==> src/rtl/chan_latch8.sv <==
module chan_latch8 #(
  parameter  int NCH = 8,
  localparam int AW  = (NCH > 1) ? $clog2(NCH) : 1
) (
  input  logic           clk,
  input  logic           rst,
  input  logic [AW-1:0]  addr,
  input  logic           data_n,
  input  logic           wr_dis,
  input  logic           force_off,
  output logic [NCH-1:0] chan_on
);

  localparam logic [NCH-1:0] ONE = {{(NCH-1){1'b0}}, 1'b1};

  logic [NCH-1:0] sel;
  logic [NCH-1:0] nxt;
  logic [NCH-1:0] q;

  assign sel = ONE << addr;

  for (genvar i = 0; i < NCH; i++) begin : g_ch
    always_comb begin
      if (force_off)
        nxt[i] = sel[i] & ~wr_dis & ~data_n;
      else if (!wr_dis && sel[i])
        nxt[i] = ~data_n;
      else
        nxt[i] = q[i];
    end
  end

  always_ff @(posedge clk) begin
    if (rst) q <= '0;
    else     q <= nxt;
  end

  assign chan_on = q;

  p_reset_clear_r1: assert property (@(posedge clk)
    rst |=> chan_on == '0);

  p_write_sel_r2: assert property (@(posedge clk) disable iff (rst)
    (!wr_dis && !force_off) |=> chan_on[$past(addr)] == !$past(data_n));

  p_write_hold_r3: assert property (@(posedge clk) disable iff (rst)
    (!wr_dis && !force_off) |=>
      ((chan_on ^ $past(chan_on)) & ~(ONE << $past(addr))) == '0);

  p_freeze_r4: assert property (@(posedge clk) disable iff (rst)
    (wr_dis && !force_off) |=> chan_on == $past(chan_on));

  p_set_sel_r5: assert property (@(posedge clk) disable iff (rst)
    (!wr_dis && force_off) |=> chan_on[$past(addr)] == !$past(data_n));

  p_set_clear_r5: assert property (@(posedge clk) disable iff (rst)
    (!wr_dis && force_off) |=> (chan_on & ~(ONE << $past(addr))) == '0);

  p_all_off_r6: assert property (@(posedge clk) disable iff (rst)
    (wr_dis && force_off) |=> chan_on == '0);

  p_one_change_r3: assert property (@(posedge clk) disable iff (rst)
    !force_off |=> $countones(chan_on ^ $past(chan_on)) <= 1);

endmodule

==> config.mk <==
export PLATFORM = sky130hd
export DESIGN_NAME = chan_latch8
export DESIGN_NICKNAME = d
export VERILOG_FILES = /design/src/rtl/chan_latch8.sv
export SDC_FILE = /design/constraint.sdc
export NUM_CORES = 1
export LEC_CHECK = 0
export ABC_AREA = 1
export BUFFER_PORTS_ARGS = -buffer_cell sky130_fd_sc_hd__buf_2
export CAP_MARGIN = 20
export CORE_AREA = 2 2 39 41
export DETAILED_ROUTE_END_ITERATION = 8
export DIE_AREA = 0 0 41 43
export HOLD_SLACK_MARGIN = 0.15
export PLACE_DENSITY = 0.64
export SYNTH_ARGS = -nofsm -noshare
export SYNTH_HDL_FRONTEND = slang
export SYNTH_SLANG_ARGS = --single-unit
==> constraint.sdc <==
create_clock -name clk -period 0.8 [get_ports clk]
set_input_delay 0.08 -clock clk [delete_from_list [all_inputs] [get_ports clk]]
set_output_delay 0.08 -clock clk [all_outputs]
set_load 0.02 [all_outputs]
Yosys cells after proc, flatten, opt, wreduce, memory -nomap -nowiden. Cells that the tools add are included.

Bits in writable memories: 0. Register bits: 8. Memories kept: 0. Latch bits: 0. ROM bits: 0. Output and inout port bits: 8.

Shift operators: 1. Add/sub/neg operators: 0. Multiplexer cells: 16. Magnitude comparators: 0. Bitwise logic cells: 18. Multipliers: 0. Reduce and logical (&&, ||, !) cells: 17. Equality and inequality tests: 0. Div/mod/pow operators: 0.

Operators with widths (count): $and A1 B1 Y1 (16); $mux W1 (16); $reduce_bool A2 Y1 (8); $logic_and A1 B1 Y1 (8); $shl A1 B3 Y8 const A (1); $not A1 Y1 (2); $logic_not A1 Y1 (1).

Longest topological paths before layout. Gate-level depths: netlist of run 1.

Depth in word-level cells: 4. Gate-level depth with buffers: 5. Depth with buffers taken out: 5.

Least setup slack after synthesis of run 1. OpenSTA, ideal clock, no wires.

Path type: register to register. Start: register chan_on[0] (netlist name). End: register q[0], in the netlist chan_on[0]. Arrival: 0.676 ns. Period minus slack after synthesis: 0.740 ns. Cell stages (with the launch flop): 5. Path slack: 0.060 ns. Buffers on the path: 0. Required time: 0.736 ns. Cell sequence: dfxtp_1 inv_1 nor2_1 a21oi_1 nor2_1.

RTL lines: to (signal assigned) (RTL line 35) `else q <= nxt;`; to (decl) (RTL line 18) `logic [NCH-1:0] q;`.

Worst setup path in the final report of run 1.
Start: register q[0], in the netlist chan_on[0]. End: output port chan_on[0].

RTL lines: to (decl) (RTL line 11) `output logic [NCH-1:0] chan_on`.

No word-level cell between the ends.

==> results of run 1 <==
Yosys cell counts:
cell type	instances
nor2_1	17
inv_1	11
nand2_1	9
a21oi_1	8
dfxtp_1	8
nand3_1	8
nor2_2	3
inv_2	2
buf_2	1
clkbuf_1	1
nor2_4	1
power by group through the flow:
stage,clock (mW),sequential [mW],combinational [mW]
after floorplan,0,0.434,0.0742
after global placement,0,0.421,0.130
after detailed placement,0,0.421,0.132
after CTS,0.329,0.416,0.143
after global routing,0.351,0.418,0.165
final,0.330,0.417,0.147
per-stage QoR:
stage | setup TNS [ns] | total power [mW] | std cells | setup WS, ns
5_1_grt | -0.04156 | 0.9333 | 101 | -0.01086
3_3_place_gp | 0 | 0.5511 | 98 | 0.01198
4_1_cts | 0 | 0.8885 | 101 | 0.002566
2_1_floorplan | 0 | 0.5077 | 69 | 0.05960
3_5_place_dp | -0.01643 | 0.5536 | 98 | -0.009812
6_report | 0 | 0.8939 | 101 | 0.004169
logic make-up (layout without fill, tap and decap cells):
group / Yosys count / count (layout) / share of synthesized area
AO/OA/AOI/OAI: 8 / 8 / 0.09412
buffers and inverters: 15 / 31 / 0.1353
flip-flops: 8 / 8 / 0.3765
AND/OR/NAND/NOR: 38 / 38 / 0.3941
layer usage:
| layer | vias to the layer above | global-route usage | wire length, µm |
|---|---|---|---|
| met5 | - | 0 | 0 |
| met4 | 0 | 0.1000 | 36 |
| met3 | 5 | 0.03141 | 24 |
| met2 | 10 | 0.2094 | 490 |
| met1 | 198 | 0.1672 | 453 |
| li1 | 240 | - | - |
worst max-delay path by stage:
stage,startpoint,end,cells after the start
after global routing,chan_on[7]$_SDFFE_PP0P_,chan_on[7],1
final,chan_on[0]$_SDFFE_PP0P_,chan_on[0],1
after global placement,addr[2],chan_on[3]$_SDFFE_PP0P_,5
after detailed placement,addr[2],chan_on[0]$_SDFFE_PP0P_,5
after CTS,chan_on[6]$_SDFFE_PP0P_,chan_on[6],1
after floorplan,chan_on[0]$_SDFFE_PP0P_,chan_on[0]$_SDFFE_PP0P_,4
timing repair:
action | 4_1_cts | 5_1_grt
setup endpoints to repair | 8 | 8
endpoints found under the hold margin | 8 | 7
setup buffers | 0 | 0
gates resized for setup | 22 | 4
cell type report:
| type | count | area (µm²) |
|---|---|---|
| Fill cell | 149 | 783.3 |
| Multi-Input combinational cell | 46 | 214.0 |
| Sequential cell | 8 | 170.2 |
| Timing Repair Buffer | 15 | 125.1 |
| Inverter | 13 | 48.80 |
| Clock buffer | 3 | 22.52 |
| Tap cell | 16 | 20.02 |
==> impl_metrics.env, run 1 <==
export IMPL_status="finished, final reports clean"
export IMPL_grt_pass1_wl_um=1635
export IMPL_fin_worst_skew_ns=0
export IMPL_core_area_um2=1384
export IMPL_cts_made_buffers=3
export IMPL_hold_slack_ns=0.1054
export IMPL_cp_top_family="flip-flops"
export IMPL_r2r_setup_slack_ns=0.09
export IMPL_ant_nets=0
export IMPL_fin_crit_ns=0.7958
export IMPL_postLayoutCellArea_um2=600.6
export IMPL_cts_sinks=8
export IMPL_antenna_found_initial=0
export IMPL_required_ns=0.72
export IMPL_worst_slew_pin_slew_ns=0.3349
export IMPL_crit_slowest_cell="dfxtp_2"
export IMPL_synth_seq_cells=8
export IMPL_gp_congestion=0.7288
export IMPL_clk_path_buf_depth=2
export IMPL_yosysTopAreaCell="dfxtp_1"
export IMPL_path_class="reg2out"
export IMPL_grt_setup_unrepaired="yes"
export IMPL_synthTopCellsByArea="dfxtp_1 38%, nor2_1 15%, inv_1 9.7%"
export IMPL_hp_class="in2reg"
export IMPL_drt_iter0_drc=15
export IMPL_drv_cap=0
export IMPL_cts_tree="yes"
export IMPL_worst_hold_startpoint="rst"
export IMPL_wl_per_cell_um=9.941
export IMPL_worst_ep_arrival_time_ns=0.72
export IMPL_syn_avg_cell_area_um2=6.165
export IMPL_fp_row_count=14
export IMPL_crit_path_max_incr_delay_ns=0.34
export IMPL_seqPwrFrac=0.466
export IMPL_grt_pass1_vias=385
export IMPL_layout_common_cells="16 x nor2_1, 11 x inv_1, 9 x nand2_1"
export IMPL_ys_types=11
export IMPL_layout_drive_gt1_share=0.4000
export IMPL_dr_pass1_iters=4
export IMPL_fin_crit_sh=0.9948
export IMPL_crit_buf_inv=1
export IMPL_syn_area_um2=425.4
export IMPL_power_frac_comb=0.165
export IMPL_gr_total_overflow=0
export IMPL_cp_start_kind="flop"
export IMPL_holdPathEnd="chan_on[5]$_SDFFE_PP0P_"
export IMPL_hold_violations=0
export IMPL_endpoint_kind="output pin"
export IMPL_io_buffers=15
export IMPL_r2r_start="chan_on[0]$_SDFFE_PP0P_"
export IMPL_yosysSeqAreaShare=0.3765
export IMPL_die_x_um=41
export IMPL_r2r_end="chan_on[0]$_SDFFE_PP0P_"
export IMPL_p_clk_frac=0.369
export IMPL_drcViolationCount=0
export IMPL_switching_share=0.2849
export IMPL_hpwl_um=703.5
export IMPL_cts_max_level=1
export IMPL_die_h_um=43
export IMPL_dieArea_um2=1763
export IMPL_power_density_nw_per_um2=1488
export IMPL_diodes=0
export IMPL_final_nets=95
export IMPL_holdPathStages=4
export IMPL_syn_inst=69
export IMPL_worst_ir_drop_vdd_mv=0.6447
export IMPL_crit_chain="buf_6"
export IMPL_final_common_cell="nor2_1"
export IMPL_vias_per_cell=4.485
export IMPL_vias=453
export IMPL_maxSlewHeadroom=0.7765
export IMPL_post_route_util=0.4340
export IMPL_r2r_cells=4
export IMPL_grt_max_degree=9
export IMPL_cts_root_buf="clkbuf_4"
export IMPL_fmax_ghz=1.257
export IMPL_leakagePower_nw=0.2740
export IMPL_cp_max_fo=2
export IMPL_grt_use_total=0.1406
export IMPL_ios=16
export IMPL_largest_reg_flops=8
export IMPL_p_int_mw=0.6393
export IMPL_initial_core_util=0.3074
export IMPL_area_growth_pct=41.18
export IMPL_synth_fp_nets=77
export IMPL_dpl_instance_area_um2=511.7
export IMPL_clk_pin_slew_worst_paths_ns=0.06
export IMPL_timing_final_max_slew_violations=0
export IMPL_insertion_delay_ns=0.26
export IMPL_finalSetupViolations=0
export IMPL_switching_power_mw=0.2547
export IMPL_routed_wl_um=1004
export IMPL_synth_top_area_share=0.3765
export IMPL_yosys_warnings=0
No activity file was read; power rests on OpenSTA's default activity.
==> inputs of run 2 (changes only) <==
PLACE_DENSITY = unset   (was 0.64)
clock period = 0.9 ns   (was 0.8 ns; I/O delays follow)
==> impl_metrics.env, run 2 (same netlist as run 1, synthesis figures left out) <==
export IMPL_die_h_um=43
export IMPL_fin_worst_skew_ns=0
export IMPL_finalSetupViolations=0
export IMPL_holdPathStages=4
export IMPL_die_x_um=41
export IMPL_multiInputGateArea_um2=207.7
export IMPL_power_total_mw=0.7703
export IMPL_largest_reg_flops=8
export IMPL_cp_start_kind="flop"
export IMPL_grt_pass1_vias=327
export IMPL_layout_common_cells="17 x nor2_1, 15 x buf_2, 11 x inv_1"
export IMPL_timing_final_max_slew_violations=0
export IMPL_fp_row_count=14
export IMPL_fmax_ghz=1.186
export IMPL_dpl_instance_area_um2=511.7
export IMPL_postLayoutCellArea_um2=544.3
export IMPL_dieArea_um2=1763
export IMPL_path_class="reg2out"
export IMPL_routed_wl_um=907
export IMPL_dr_pass1_iters=3
export IMPL_grt_setup_unrepaired="no"
export IMPL_required_ns=0.81
export IMPL_io_buffers=15
export IMPL_worst_ir_drop_vdd_mv=0.5189
export IMPL_layout_drive_gt1_share=0.2791
export IMPL_status="finished, final reports clean"
export IMPL_leakagePower_nw=0.2685
export IMPL_clk_path_buf_depth=2
export IMPL_hpwl_um=651.4
export IMPL_gp_congestion=0.6892
export IMPL_ios=16
export IMPL_final_nets=96
export IMPL_cp_top_family="flip-flops"
export IMPL_hold_violations=0
export IMPL_grt_pass1_wl_um=1373
export IMPL_cts_max_level=1
export IMPL_cts_resized=0
export IMPL_r2r_setup_slack_ns=0.24
export IMPL_cts_tree="yes"
export IMPL_drt_iter0_drc=2
export IMPL_cts_sinks=8
export IMPL_initial_core_util=0.3074
export IMPL_grt_use_total=0.1246
export IMPL_tns_ns=0
export IMPL_endpoint_kind="output pin"
export IMPL_drcViolationCount=0
export IMPL_worst_ep_arrival_time_ns=0.75
export IMPL_insertion_delay_ns=0.26
export IMPL_worst_slew_pin_slew_ns=0.2820
export IMPL_n_fill_cell=163
export IMPL_fin_crit_sh=0.9367
export IMPL_vias=438
export IMPL_wl_per_cell_um=8.892
export IMPL_power_density_nw_per_um2=1415
export IMPL_cts_root_buf="clkbuf_4"
export IMPL_maxSlewHeadroom=0.8118
export IMPL_crit_buf_inv=1
export IMPL_crit_path_max_incr_delay_ns=0.33
export IMPL_final_common_cell="nor2_1"
export IMPL_clk_pin_slew_worst_paths_ns=0.05
export IMPL_r2r_cells=4
export IMPL_crit_slowest_cell="dfxtp_1"
export IMPL_core_area_um2=1384
export IMPL_hold_slack_ns=0.2092
export IMPL_hp_class="in2reg"
export IMPL_gr_total_overflow=0
export IMPL_ant_nets=0
export IMPL_drv_cap=0
export IMPL_cp_max_fo=2
export IMPL_fin_crit_ns=0.8430
export IMPL_worst_path_stages=1
export IMPL_crit_chain="buf_2"
export IMPL_area_growth_pct=27.94
export IMPL_cts_made_buffers=3
export IMPL_antenna_found_initial=0
export IMPL_vias_per_cell=4.294
export IMPL_seq_area_um2=160.2
export IMPL_diodes=0
export IMPL_grt_max_degree=9
## run 2: area by class of cell
| cell class | count | share of cell area |
|---|---|---|
| clock buffer | 3 | 0.04138 |
| tap | 16 | 0.03678 |
| multi-input combinational | 46 | 0.3816 |
| sequential | 8 | 0.2943 |
| inverter | 13 | 0.08966 |
| timing repair buffer | 16 | 0.1563 |
## run 2: stage by stage
stage / utilization / std cells / worst slack [ns]
floorplan: - / 69 / 0.1596
CTS: 0.3933 / 102 / 0.04997
global placement: 0.3698 / 98 / 0.1036
detailed placement: 0.3698 / 98 / 0.1012
global route: 0.3933 / 102 / 0.007744
finish: 0.3933 / 102 / 0.05699
## run 2: path summary, 6_finish.rpt
| kind | from | endpoint |
|---|---|---|
| worst max-delay path | chan_on[0]$_SDFFE_PP0P_ | chan_on[0] |
| worst min-delay path | data_n | chan_on[3]$_SDFFE_PP0P_ |
| worst max register to register | chan_on[0]$_SDFFE_PP0P_ | chan_on[0]$_SDFFE_PP0P_ |
| worst min register to register | chan_on[6]$_SDFFE_PP0P_ | chan_on[6]$_SDFFE_PP0P_ |
## run 2: timing repair
action / in CTS / in global routing
hold endpoints to repair: 8 / 0
hold buffers: 1 / 0
buffers inserted: 0 / 0
## run 2: report_power, final
| group | switching [mW] | internal [mW] | leakage (nW) |
|---|---|---|---|
| clock network | 0.131 | 0.153 | 0.0138 |
| registers | 0.00350 | 0.363 | 0.0649 |
| logic | 0.0775 | 0.0424 | 0.190 |
## run 2: metal layers
metal	global-route usage	vias up	wire (µm)
met4	0.1400	0	47
li1	-	246	-
met5	0	-	0
met2	0.1594	13	377
met1	0.1484	174	429
met3	0.03141	5	53
